===== src/rtl/sc_gate_pkg.sv =====
package sc_gate_pkg;
  typedef enum logic [1:0] {
    ST_OFF = 2'd0,
    ST_PA  = 2'd1,
    ST_PB  = 2'd2,
    ST_BYP = 2'd3
  } leg_state_e;

  localparam logic [3:0] G_OFF  = 4'b0000;
  localparam logic [3:0] G_PA   = 4'b0101;
  localparam logic [3:0] G_PB   = 4'b1010;
  localparam logic [3:0] G_BYPA = 4'b0011;
  localparam logic [3:0] G_BYPB = 4'b1100;
endpackage


===== src/rtl/sc_phase_cross.sv =====
module sc_phase_cross #(
  parameter int PH_W = 9
) (
  input  logic [PH_W-1:0] prev_i,
  input  logic [PH_W-1:0] cur_i,
  input  logic [PH_W-1:0] lag_i,
  output logic            hit_o
);
  localparam logic [PH_W-1:0] QUARTER = PH_W'(1) << (PH_W - 2);
  localparam logic [PH_W-1:0] HALF    = PH_W'(1) << (PH_W - 1);

  logic [PH_W-1:0] thr;
  logic [PH_W-1:0] d_cur;
  logic [PH_W-1:0] d_thr;

  always_comb begin
    thr   = lag_i + QUARTER;
    d_cur = cur_i - prev_i;
    d_thr = thr - prev_i;
    hit_o = (d_thr != '0) && (d_thr <= d_cur) && (d_cur < HALF);
  end
endmodule


===== src/rtl/sc_blank_timer.sv =====
module sc_blank_timer #(
  parameter int BLANK = 16
) (
  input  logic clk,
  input  logic rst,
  input  logic upd_i,
  input  logic start_i,
  input  logic run_i,
  output logic armed_o
);
  localparam int CNT_W = $clog2(BLANK + 1) + 1;
  localparam logic [CNT_W-1:0] LIMIT = CNT_W'(BLANK);

  logic [CNT_W-1:0] cnt_q;

  always_ff @(posedge clk) begin
    if (rst || start_i) begin
      cnt_q <= '0;
    end else if (upd_i && run_i && (cnt_q != LIMIT)) begin
      cnt_q <= cnt_q + 1'b1;
    end
  end

  assign armed_o = (cnt_q == LIMIT);

  p_cnt_bound_r6: assert property (@(posedge clk) disable iff (rst)
    cnt_q <= LIMIT);

  p_cnt_restart_r6: assert property (@(posedge clk) disable iff (rst)
    start_i |=> (cnt_q == '0));
endmodule


===== src/rtl/sc_phase_leg.sv =====
module sc_phase_leg
  import sc_gate_pkg::*;
#(
  parameter int PH_W  = 9,
  parameter int VC_W  = 12,
  parameter int BLANK = 16
) (
  input  logic            clk,
  input  logic            rst,
  input  logic            upd_i,
  input  logic [PH_W-1:0] phase_i,
  input  logic [VC_W-1:0] vcap_i,
  input  logic [VC_W-1:0] vmin_i,
  input  logic [PH_W-1:0] lag_i,
  output logic [3:0]      gate_o,
  output logic [1:0]      mode_o
);
  leg_state_e      st_q;
  logic [3:0]      gate_q;
  logic [PH_W-1:0] prev_q;
  logic            last_b_q;
  logic            hit;
  logic            armed;
  logic            start;
  logic            in_pair;
  logic            low_v;

  sc_phase_cross #(.PH_W(PH_W)) u_cross (
    .prev_i (prev_q),
    .cur_i  (phase_i),
    .lag_i  (lag_i),
    .hit_o  (hit)
  );

  assign in_pair = (st_q == ST_PA) || (st_q == ST_PB);
  assign start   = upd_i && (st_q == ST_BYP) && hit;
  assign low_v   = (vcap_i <= vmin_i);

  sc_blank_timer #(.BLANK(BLANK)) u_blank (
    .clk     (clk),
    .rst     (rst),
    .upd_i   (upd_i),
    .start_i (start),
    .run_i   (in_pair),
    .armed_o (armed)
  );

  always_ff @(posedge clk) begin
    if (rst) begin
      st_q     <= ST_OFF;
      gate_q   <= G_OFF;
      prev_q   <= '0;
      last_b_q <= 1'b1;
    end else if (upd_i) begin
      prev_q <= phase_i;
      case (st_q)
        ST_OFF: begin
          st_q   <= ST_BYP;
          gate_q <= G_BYPB;
        end
        ST_BYP: begin
          if (hit) begin
            if (last_b_q) begin
              st_q     <= ST_PA;
              gate_q   <= G_PA;
              last_b_q <= 1'b0;
            end else begin
              st_q     <= ST_PB;
              gate_q   <= G_PB;
              last_b_q <= 1'b1;
            end
          end
        end
        default: begin
          if (armed && low_v) begin
            st_q   <= ST_BYP;
            gate_q <= last_b_q ? G_BYPB : G_BYPA;
          end
        end
      endcase
    end
  end

  assign gate_o = gate_q;
  assign mode_o = st_q;

  p_gate_legal_r4: assert property (@(posedge clk) disable iff (rst)
    (gate_q == G_OFF) || (($countones(gate_q) == 2) &&
      (gate_q != 4'b1001) && (gate_q != 4'b0110)));

  p_hold_r8: assert property (@(posedge clk) disable iff (rst)
    !upd_i |=> ($stable(gate_q) && $stable(st_q)));

  p_pair_from_bypass_r3: assert property (@(posedge clk) disable iff (rst)
    (upd_i && (st_q != ST_BYP) && (st_q != ST_OFF)) |=> (st_q != ST_PA || $past(st_q) == ST_PA) && (st_q != ST_PB || $past(st_q) == ST_PB));

  p_bypass_needs_low_r5: assert property (@(posedge clk) disable iff (rst)
    (upd_i && in_pair && !low_v) |=> (st_q != ST_BYP));

  p_never_off_again_r1: assert property (@(posedge clk) disable iff (rst)
    (st_q != ST_OFF) |=> (st_q != ST_OFF));
endmodule


===== src/rtl/sc_gate_seq.sv =====
module sc_gate_seq #(
  parameter int NPH   = 3,
  parameter int PH_W  = 9,
  parameter int VC_W  = 12,
  parameter int BLANK = 16
) (
  input  logic                clk,
  input  logic                rst,
  input  logic                upd_i,
  input  logic [NPH*PH_W-1:0] phase_i,
  input  logic [NPH*VC_W-1:0] vcap_i,
  input  logic [VC_W-1:0]     vmin_i,
  input  logic [PH_W-1:0]     lag_i,
  output logic [NPH*4-1:0]    gate_o,
  output logic [NPH*2-1:0]    mode_o
);
  for (genvar n = 0; n < NPH; n++) begin : g_leg
    sc_phase_leg #(
      .PH_W  (PH_W),
      .VC_W  (VC_W),
      .BLANK (BLANK)
    ) u_leg (
      .clk     (clk),
      .rst     (rst),
      .upd_i   (upd_i),
      .phase_i (phase_i[n*PH_W +: PH_W]),
      .vcap_i  (vcap_i[n*VC_W +: VC_W]),
      .vmin_i  (vmin_i),
      .lag_i   (lag_i),
      .gate_o  (gate_o[n*4 +: 4]),
      .mode_o  (mode_o[n*2 +: 2])
    );
  end
endmodule


===== config.mk =====
export PLATFORM = sky130hd
export DESIGN_NAME = sc_gate_seq
export DESIGN_NICKNAME = d
export VERILOG_FILES = /design/src/rtl/sc_gate_pkg.sv /design/src/rtl/sc_phase_cross.sv /design/src/rtl/sc_blank_timer.sv /design/src/rtl/sc_phase_leg.sv /design/src/rtl/sc_gate_seq.sv
export SDC_FILE = /design/constraint.sdc
export NUM_CORES = 1
export LEC_CHECK = 0
export ABC_AREA = 1
export BUFFER_PORTS_ARGS = -buffer_cell sky130_fd_sc_hd__buf_2
export CAP_MARGIN = 5
export CORE_UTILIZATION = 55
export DETAILED_ROUTE_END_ITERATION = 10
export HOLD_SLACK_MARGIN = 0.03
export PLACE_DENSITY = 0.74
export SYNTH_ARGS = -nofsm -noshare
export SYNTH_HDL_FRONTEND = slang
export SYNTH_SLANG_ARGS = --single-unit

===== constraint.sdc =====
create_clock -name clk -period 5.8 [get_ports clk]
set_input_delay 0.87 -clock clk [delete_from_list [all_inputs] [get_ports clk]]
set_output_delay 0.87 -clock clk [all_outputs]
set_load 0.05 [all_outputs]

[Word-level counts from Yosys, hierarchy flattened]
Cells that the tools add are included.
Operators by class
  reduce and logical (&&, ||, !) cells: 42
  multiplexer cells: 30
  $lt $le $gt $ge: 9
  eq/ne operators: 18
  add/subtract/negate cells: 10
Operators with widths (number)
  $sub A9 B9 Y9: 6
  $mux W4: 12
  $le A12 B12 Y1: 3
  $le A9 B9 Y1: 3
  $lt A9 B9 Y1 const B: 3
  $reduce_bool A9 Y1: 3
  $pmux W4 S2: 3
  $logic_and A1 B1 Y1: 21
  $add A6 B1 Y6 const B: 3
  $eq A6 B5 Y1 const B: 3
  $mux W2: 9
  $ne A6 B5 Y1 const B: 3
  $reduce_and A3 Y1: 6
  $eq A2 B2 Y1 const B: 6
  $pmux W2 S2: 3
  $add A9 B8 Y9 const B: 1
  $reduce_bool A3 Y1: 3
  $eq A2 B1 Y1 const B: 3
  $logic_not A2 Y1: 3
  $logic_or A1 B1 Y1: 6
  $ne A2 B1 Y1 const B: 3
  $mux W1: 3
Word-level totals
  flip-flop bits (word level): 66
  output and inout bits: 18
  logic and storage cells: 124
  input port bits: 87

[Longest topological paths before layout]
Gate-level depths: netlist of the first run.
  depth after elaboration: 7
  mapped depth: 22

[Hierarchy]
Synthesis of the first run repeated with hierarchy kept, for this count alone.
Unflattened totals
  cells, all modules: 1170
  area, all modules: 7694.9 µm²
Modules (own cells, without submodules)
  sc_phase_leg: area each 1068.5 µm², seq. area each 320.3 µm², times used 3, cells each 156
  sc_phase_cross (g_leg[0].u_leg.u_cross): area each 1133.6 µm², seq. area each 0.0 µm², times used 1, cells each 183
  sc_phase_cross (g_leg[2].u_leg.u_cross): area each 1124.8 µm², seq. area each 0.0 µm², times used 1, cells each 178
  sc_blank_timer: area each 372.9 µm², seq. area each 120.1 µm², times used 3, cells each 56
  sc_phase_cross (g_leg[1].u_leg.u_cross): area each 1112.3 µm², seq. area each 0.0 µm², times used 1, cells each 173

[Worst setup path before layout of the first run]
No wires, ideal clock.
  path type: input -> register
  from: in phase_i[11]
  to: reg g_leg[1].u_leg.gate_q[0]
  path slack: 2286 ps
  cell stages on the path: 19
  arrival time: 3400 ps
  library setup time: 114 ps
  data required time: 5686 ps
  buffers on the path: 0
  cells stage by stage: ha_1 -> a21oi_1 -> nand2_1 -> a21o_1 -> a21oi_1 -> nor2_1 -> o21ai_0 -> nand2_1 -> xor2_1 -> ha_1 -> nand2_1 -> nor3_1 -> o211ai_1 -> a21oi_1 -> nand3_4 -> nand2_4 -> nand2_1 -> nand2_1 -> nor2_1
On the way
  longest elaborated chain between the ends: 6
  elaborated cells on any way between the ends: 7
  classes of those cells: add/sub (1); order compare (2); eq/ne (1); reduce/logical (3)
Ends and longest elaborated chain
  start: declaration: line sc_gate_seq.sv:10  | input logic [NPH*PH_W-1:0] phase_i,
  $sub A9 B9 Y9 *: line sc_phase_cross.sv:18  | d_cur = cur_i - prev_i;
  $le A9 B9 Y1: line sc_phase_cross.sv:20  | hit_o = (d_thr != '0) && (d_thr <= d_cur) && (d_cur < HALF);
  $logic_and A1 B1 Y1: line sc_phase_cross.sv:20
  $logic_and A1 B1 Y1 *: line sc_phase_cross.sv:20
  $ne A2 B1 Y1 (no source line) *
  $reduce_and A3 Y1 (no source line) *
  end signal: assignment: line sc_phase_leg.sv:77  | gate_q <= last_b_q ? G_BYPB : G_BYPA;
  end: declaration: line sc_phase_leg.sv:19  | logic [3:0] gate_q;
Every way passes the cells marked *; elsewhere a longest branch is shown, timed or not.
A chain may end at the register's enable or synchronous reset.

[Final worst setup path of the first run]
  from: in phase_i[11]
  to: reg g_leg[1].u_leg.gate_q[2]
The elaborated chain is that of the path after synthesis.

==> summary.txt, run 1 <==
Critical path
  – Type of origin of the critical path: primary input
  – WS Path Type: in2reg
  – Crit. End Element: flop
  – CP arrival: 3.89 ns
  – Worst Path Required: 6.08 ns
  – Worst-path fanout max: 8

Floorplanning
  – Core ar.: 11660 µm²
  – Die W: 112.4 µm
  – Row Count: 39
  – Die area: 12620 µm²
  – Initial core utilization: 0.5744
  – Die Y: 112.4 µm
  – I/O Pins: 105

Route
  – DR iter-0 viols: 290
  – Via count: 6292
  – Via-per-instance ratio: 5.120
  – Wire per inst: 12.23 µm
  – Remaining routing DRC violations: 0
  – WL final: 15.03 mm
  – Detail Route Antenna Nets: 0
  – Router iterations before antenna repair: 4

GRT
  – Grt total ovfl: 0
  – Antenna violations before repair: 0
  – Pin count of the biggest net entering global routing: 52
  – Global-route wire length before repair: 26.10 mm
  – Vias in the first global route: 5952
  – GRT Overall Usage: 0.2554

Clock network
  – Num CTS Buffers: 9
  – Clk Latency, worst-skew pair: 0.35 ns
  – Clock Path Buffers: 2
  – Post-CTS Setup Inserts: 0
  – Htree depth: 3
  – Worst-path clk slew: 0.06 ns
  – CTS resizes: 0
  – Cts hold-fix bufs: 0
  – CTS root buf: clkbuf_16
  – Clock sinks: 66
  – CTS tree: done

STA
  – Fmax: 276.7 MHz
  – Clock period minus worst slack: 3.615 ns
  – Final setup fails: 0
  – Worst Skew: 0.005535 ns
  – TNS Setup: 0 ns
  – Hold slack: 0.4818 ns
  – Final Cycle Share: 0.6232
  – Final Hold Fails: 0
  – RSZ-0062 raised after global routing: no
  – Slew margin rel.: 0.4617
  – Final Max Tran Viols: 0
  – Worst Tran Pin Value: 0.8062 ns

Synth
  – Post-synthesis register bit count: 66
  – Asr flop ratio synth: 0
  – Top FF cell, synth: dfxtp_1
  – Synth Instances: 976
  – Synth cell types: 36
  – Post-synth EDFFs: 0
  – YS warnings: 0
  – Register area share after synthesis: 0.1972
  – Cell area after synthesis: 6699 µm²
  – Net Count, Synth: 1190
  – Syn Area/Cell: 6.864 µm²

Pwr
  – Peak supply drop: 168.1 µV
  – PwrDens: 244.8 nW/µm²
  – Lkg Pwr: 4.083 nW

Cells and area
  – Layout cells sized above 1: 0.1390
  – Non-filler instance count after layout: 1229
  – Synth-to-Final Area Change: 14.79%
  – Layout Nets: 1295
  – Ant. Diodes: 0

Place
  – DP Cell Count: 1213
  – HPWL after DPL: 12.05 mm
  – Number of buffers added on ports: 104
  – Final RePlAce weighted congestion: 0.8845

Status
  – Status: finished clean

Hold path
  – Hold Path Class: reg2reg

Run
  – Number of max-capacitance violations reported: 0
[flip-flops by register name (all words and copies together) (netlist names)]
signal,count
g_leg.u_leg.gate_o,12
g_leg.u_leg.mode_o,6
g_leg.u_leg.u_blank.cnt_q,18
g_leg.u_leg.prev_q,27
g_leg.u_leg.last_b_q,3
[worst max-delay path, stage by stage]
cell,delay [ns]
buf_2,0.10
ha_1,0.34
a21oi_1,0.15
nand2_1,0.09
a21o_1,0.18
a21oi_1,0.19
nor2_1,0.06
o21ai_0,0.14
nand2_1,0.08
xor2_1,0.15
ha_1,0.29
nand2_1,0.07
nor3_1,0.24
o211ai_1,0.16
a21oi_1,0.27
nand3_4,0.16
nand2_4,0.13
nand2_1,0.06
a21oi_1,0.13
[cells in the mapped netlist, types with 6 or more instances]
| cell | instances | area (µm²) |
|---|---|---|
| nand2_1 | 203 | 762.0 |
| inv_1 | 157 | 589.3 |
| ha_1 | 121 | 1514 |
| a21oi_1 | 97 | 485.5 |
| nor2_1 | 84 | 315.3 |
| dfxtp_1 | 66 | 1321 |
| nand3_1 | 60 | 300.3 |
| o21ai_0 | 41 | 205.2 |
| xor2_1 | 26 | 227.7 |
| xnor2_1 | 15 | 131.4 |
| nand4_1 | 13 | 81.33 |
| clkbuf_1 | 9 | 33.78 |
| a21o_1 | 8 | 60.06 |
| nand3b_1 | 8 | 60.06 |
| nor3_1 | 8 | 40.04 |
| fa_1 | 6 | 120.1 |
[metal layers]
layer | GRT usage | vias up | wire, µm
li1 | - | 3407 | -
met1 | 0.3150 | 2771 | 7050
met2 | 0.4555 | 96 | 7114
met3 | 0.04698 | 18 | 638
met4 | 0.06933 | 0 | 227
met5 | 0 | - | 0
[final timing paths]
check / start / cells after the start / to / slack (ns)
setup / recovery: phase_i[11] / 19 / g_leg[1].u_leg.gate_o[2] / 2.19
hold / removal: g_leg[0].u_leg.gate_o[0] / 2 / g_leg[0].u_leg.gate_o[0] / 0.48
setup reg to reg: g_leg[1].u_leg.prev_q[2] / 19 / g_leg[1].u_leg.gate_o[2] / 2.44
hold reg to reg: g_leg[0].u_leg.gate_o[0] / 2 / g_leg[0].u_leg.gate_o[0] / 0.48
[layout make-up]
| class | instances | area, µm² |
|---|---|---|
| multi-input cells | 738 | 4730 |
| fillers | 1085 | 3973 |
| flip-flops and latches | 66 | 1321 |
| inverters | 161 | 604.3 |
| repair buffers | 105 | 528.0 |
| clock buffers | 9 | 225.2 |
| well taps | 143 | 178.9 |
| clock inverters | 7 | 102.6 |
[metrics by stage]
step	instance area (µm²)	power [mW]	utilization	setup slack, ns
floorplan	6699	1.107	-	2.286
global placement	7362	1.270	0.6313	1.906
detailed placement	7362	1.279	0.6313	1.844
CTS	7690	1.893	0.6594	2.197
global route	7690	2.038	0.6594	1.881
finish	7690	1.882	0.6594	2.185
[report_power, final]
part           switching (mW)  leakage, nW  internal (mW)
logic                   0.472         3.38          0.293
clock network           0.226        0.161          0.381
registers              0.0227        0.543          0.488
total                   0.721         4.08           1.16
[logic make-up (layout without fill, tap and decap cells)]
family / Yosys count / in the layout / synth area share
AOI/OAI and AO/OA: 165 / 165 / 0.1334
adders and majority gates: 127 / 127 / 0.2439
DFF: 66 / 66 / 0.1972
buffers and inverters: 172 / 282 / 0.09675
and+or+nand+nor: 402 / 402 / 0.2678
xor gates and xnor gates: 44 / 44 / 0.06089
[cell usage in the layout, fill, tap and decap left out, types with 3 or more instances in the layout]
cell type | Yosys | routed
a21oi_2 | 3 | 3
clkinv_4 | 0 | 3
nand2_4 | 4 | 4
buf_2 | 2 | 104
nand4_1 | 13 | 13
nand3b_1 | 8 | 8
nor4_1 | 3 | 3
inv_2 | 4 | 4
dfxtp_1 | 66 | 66
ha_1 | 121 | 121
o211ai_1 | 3 | 3
nor3_1 | 8 | 8
nand3_1 | 60 | 60
or2_2 | 4 | 4
fa_1 | 6 | 6
o21ai_0 | 41 | 41
a31oi_1 | 3 | 3
o21bai_1 | 4 | 4
clkbuf_16 | 0 | 9
a21o_1 | 8 | 8
a21oi_1 | 97 | 97
nor2_1 | 84 | 84
inv_1 | 157 | 157
xnor2_1 | 15 | 15
o21a_1 | 5 | 5
nand3_4 | 3 | 3
xor2_1 | 26 | 26
nand2_2 | 5 | 5
nand2_1 | 203 | 203
Note: power is estimated with default switching activity, not from simulation.
==> run 2, diff against run 1 <==
--- a/config.mk
+++ b/config.mk
@@ -8,7 +8,7 @@
 export ABC_AREA = 1
 export BUFFER_PORTS_ARGS = -buffer_cell sky130_fd_sc_hd__buf_2
 export CAP_MARGIN = 5
-export CORE_UTILIZATION = 55
+export CORE_UTILIZATION = 53
 export DETAILED_ROUTE_END_ITERATION = 10
 export HOLD_SLACK_MARGIN = 0.03
 export PLACE_DENSITY = 0.74
==> constraint.sdc (replaced) <==
create_clock -name clk -period 3.3 [get_ports clk]
set_input_delay 0.495 -clock clk [delete_from_list [all_inputs] [get_ports clk]]
set_output_delay 0.495 -clock clk [all_outputs]
set_load 0.05 [all_outputs]
==> summary.txt, run 2 (synthesis results as in run 1) <==
Place
  – Pre-CTS setup slack: -0.1646 ns
  – Final RePlAce weighted congestion: 0.8936
  – Number of buffers added on ports: 104
  – HPWL after DPL: 12.54 mm

Clock network
  – Clock sinks: 66
  – Clock Path Buffers: 2
  – Num CTS Buffers: 9
  – CTS tree: done
  – Htree depth: 3
  – Clk Latency, worst-skew pair: 0.35 ns
  – Worst-path clk slew: 0.06 ns
  – CTS root buf: clkbuf_16
  – Cts hold-fix bufs: 0

Pwr
  – Peak supply drop: 311.7 µV
  – PwrDens: 425.4 nW/µm²
  – Pwr Total: 3.449 mW
  – Lkg Pwr: 4.284 nW

Cells and area
  – Multi-input combinational cell area: 4798 µm²
  – Layout cells sized above 1: 0.1846
  – Reg area: 1323 µm²
  – Largest Register: g_leg.u_leg.prev_q
  – Commonest non-fill, non-tap cells in the layout: nand2_1 (201), inv_1 (156), ha_1 (119), buf_2 (104), a21oi_1 (90)
  – Layout Nets: 1336
  – Fillers: 1143
  – Max reg flops: 27
  – Leading cell type in the layout, fill and taps excluded: nand2_1
  – Ant. Diodes: 0
  – Synth-to-Final Area Change: 21.03%

Route
  – Wire per inst: 11.98 µm
  – Detail Route Antenna Nets: 0
  – WL final: 15.52 mm
  – DR iter-0 viols: 323
  – Router iterations before antenna repair: 4
  – Via-per-instance ratio: 4.961
  – Remaining routing DRC violations: 0
  – Via count: 6425

STA
  – Worst Skew: 0.007570 ns
  – Final Max Tran Viols: 0
  – Fmax: 328.1 MHz
  – Final Hold Fails: 0
  – Slew margin rel.: 0.6917
  – Final setup fails: 0
  – RSZ-0062 raised after global routing: no
  – Final WS setup: 0.2525 ns
  – Final Cycle Share: 0.9235
  – Clock period minus worst slack: 3.047 ns
  – Worst Tran Pin Value: 0.4618 ns

GRT
  – Grt total ovfl: 0
  – Pin count of the biggest net entering global routing: 35
  – Vias in the first global route: 6066
  – Global-route wire length before repair: 26.30 mm
  – GRT Overall Usage: 0.2530
  – Antenna violations before repair: 0

Critical path
  – Crit-path cells: buf_2 > inv_1 > ha_1 > fa_1 > inv_1 > nand3_1 > nand3_1 > nand2_1 > nand2_1 > nand2_1 > nand2_1 > inv_1 > ha_1 > a21oi_1 > o21a_1 > nand3_1 > a21oi_2 > nand3_4 > buf_4 > nand3_1 > a21oi_1
  – Type of origin of the critical path: primary input
  – CP max stage cell: fa_1
  – CP peak stage delay: 0.39 ns
  – CP arrival: 3.26 ns
  – Worst Path Required: 3.52 ns
  – Worst-path fanout max: 6
  – Crit. End Element: flop
  – WS Path Type: in2reg
  – CP delay by family, top: adder cells
  – Buf/Inv on CP: 5

Floorplanning
  – Die area: 13090 µm²
  – Die Y: 114.4 µm
  – Initial core utilization: 0.5508
  – Core ar.: 12160 µm²
  – I/O Pins: 105
  – Row Count: 40
  – Die W: 114.4 µm

Run
  – Number of max-capacitance violations reported: 0

Hold path
  – Hold Path Class: in2reg

Status
  – Status: finished clean
run 2: changes by cell type in the layout (fill, tap and decap cells not counted), moves of 2 or more:
cell,before,now
ha_1,121,119
ha_4,0,2
o21ai_0,41,38
buf_4,1,42
o21ai_1,0,3
a21oi_1,97,90
a21oi_2,3,10
nand2_1,203,201
nand2_2,5,7
run 2: worst paths after layout:
kind | slack (ns) | to | depth (start not counted) | from
worst min register to register | 0.47 | g_leg[2].u_leg.gate_o[3] | 2 | g_leg[2].u_leg.gate_o[3]
worst max-delay path | 0.25 | g_leg[2].u_leg.mode_o[0] | 21 | lag_i[0]
worst min-delay path | 0.42 | g_leg[2].u_leg.prev_q[0] | 3 | phase_i[18]
worst max register to register | 0.28 | g_leg[2].u_leg.mode_o[0] | 17 | g_leg[2].u_leg.prev_q[0]
run 2: per-layer routing:
layer / GRT usage / up-vias / part of all wire
li1: - / 3484 / -
met1: 0.3167 / 2807 / 0.48
met2: 0.4388 / 107 / 0.46
met3: 0.03017 / 27 / 0.031
met4: 0.1065 / 0 / 0.027
met5: 0 / - / 0
run 2: worst min-delay path, stage by stage:
cell and delay (ns):
buf_2 0.09, inv_1 0.06, a21oi_1 0.06
run 2: what timing repair did:
| item | 4_1_cts | 5_1_grt |
|---|---|---|
| buffers inserted | 0 | 4 |
| endpoints found under the setup margin | 0 | 39 |
| resized for setup | 0 | 19 |
run 2: layout make-up:
type                    count  area share
flip-flops and latches     66      0.1631
repair buffers            146      0.1031
well taps                 168     0.02593
multi-input cells         738      0.5918
inverters                 161     0.07454
clock inverters             6     0.01204
clock buffers              10     0.02948
run 2: report_power, final:
group          total [mW]  internal [mW]  switching [mW]
Combinational        1.45          0.586           0.864
Clock                1.10          0.693           0.408
Sequential          0.897          0.858          0.0397
run 2: through the flow:
step                      TNS [ns]  utilization  instances  area [µm²]  hold slack, ns
after floorplan                  0            -        976        6699          0.4558
after global placement      -1.410       0.6308       1275        7671          0.4629
after detailed placement    -3.177       0.6308       1275        7671          0.4685
after CTS                        0       0.6584       1291        8008          0.4088
after global routing             0       0.6667       1295        8108          0.4217
final                            0       0.6667       1295        8108          0.4185
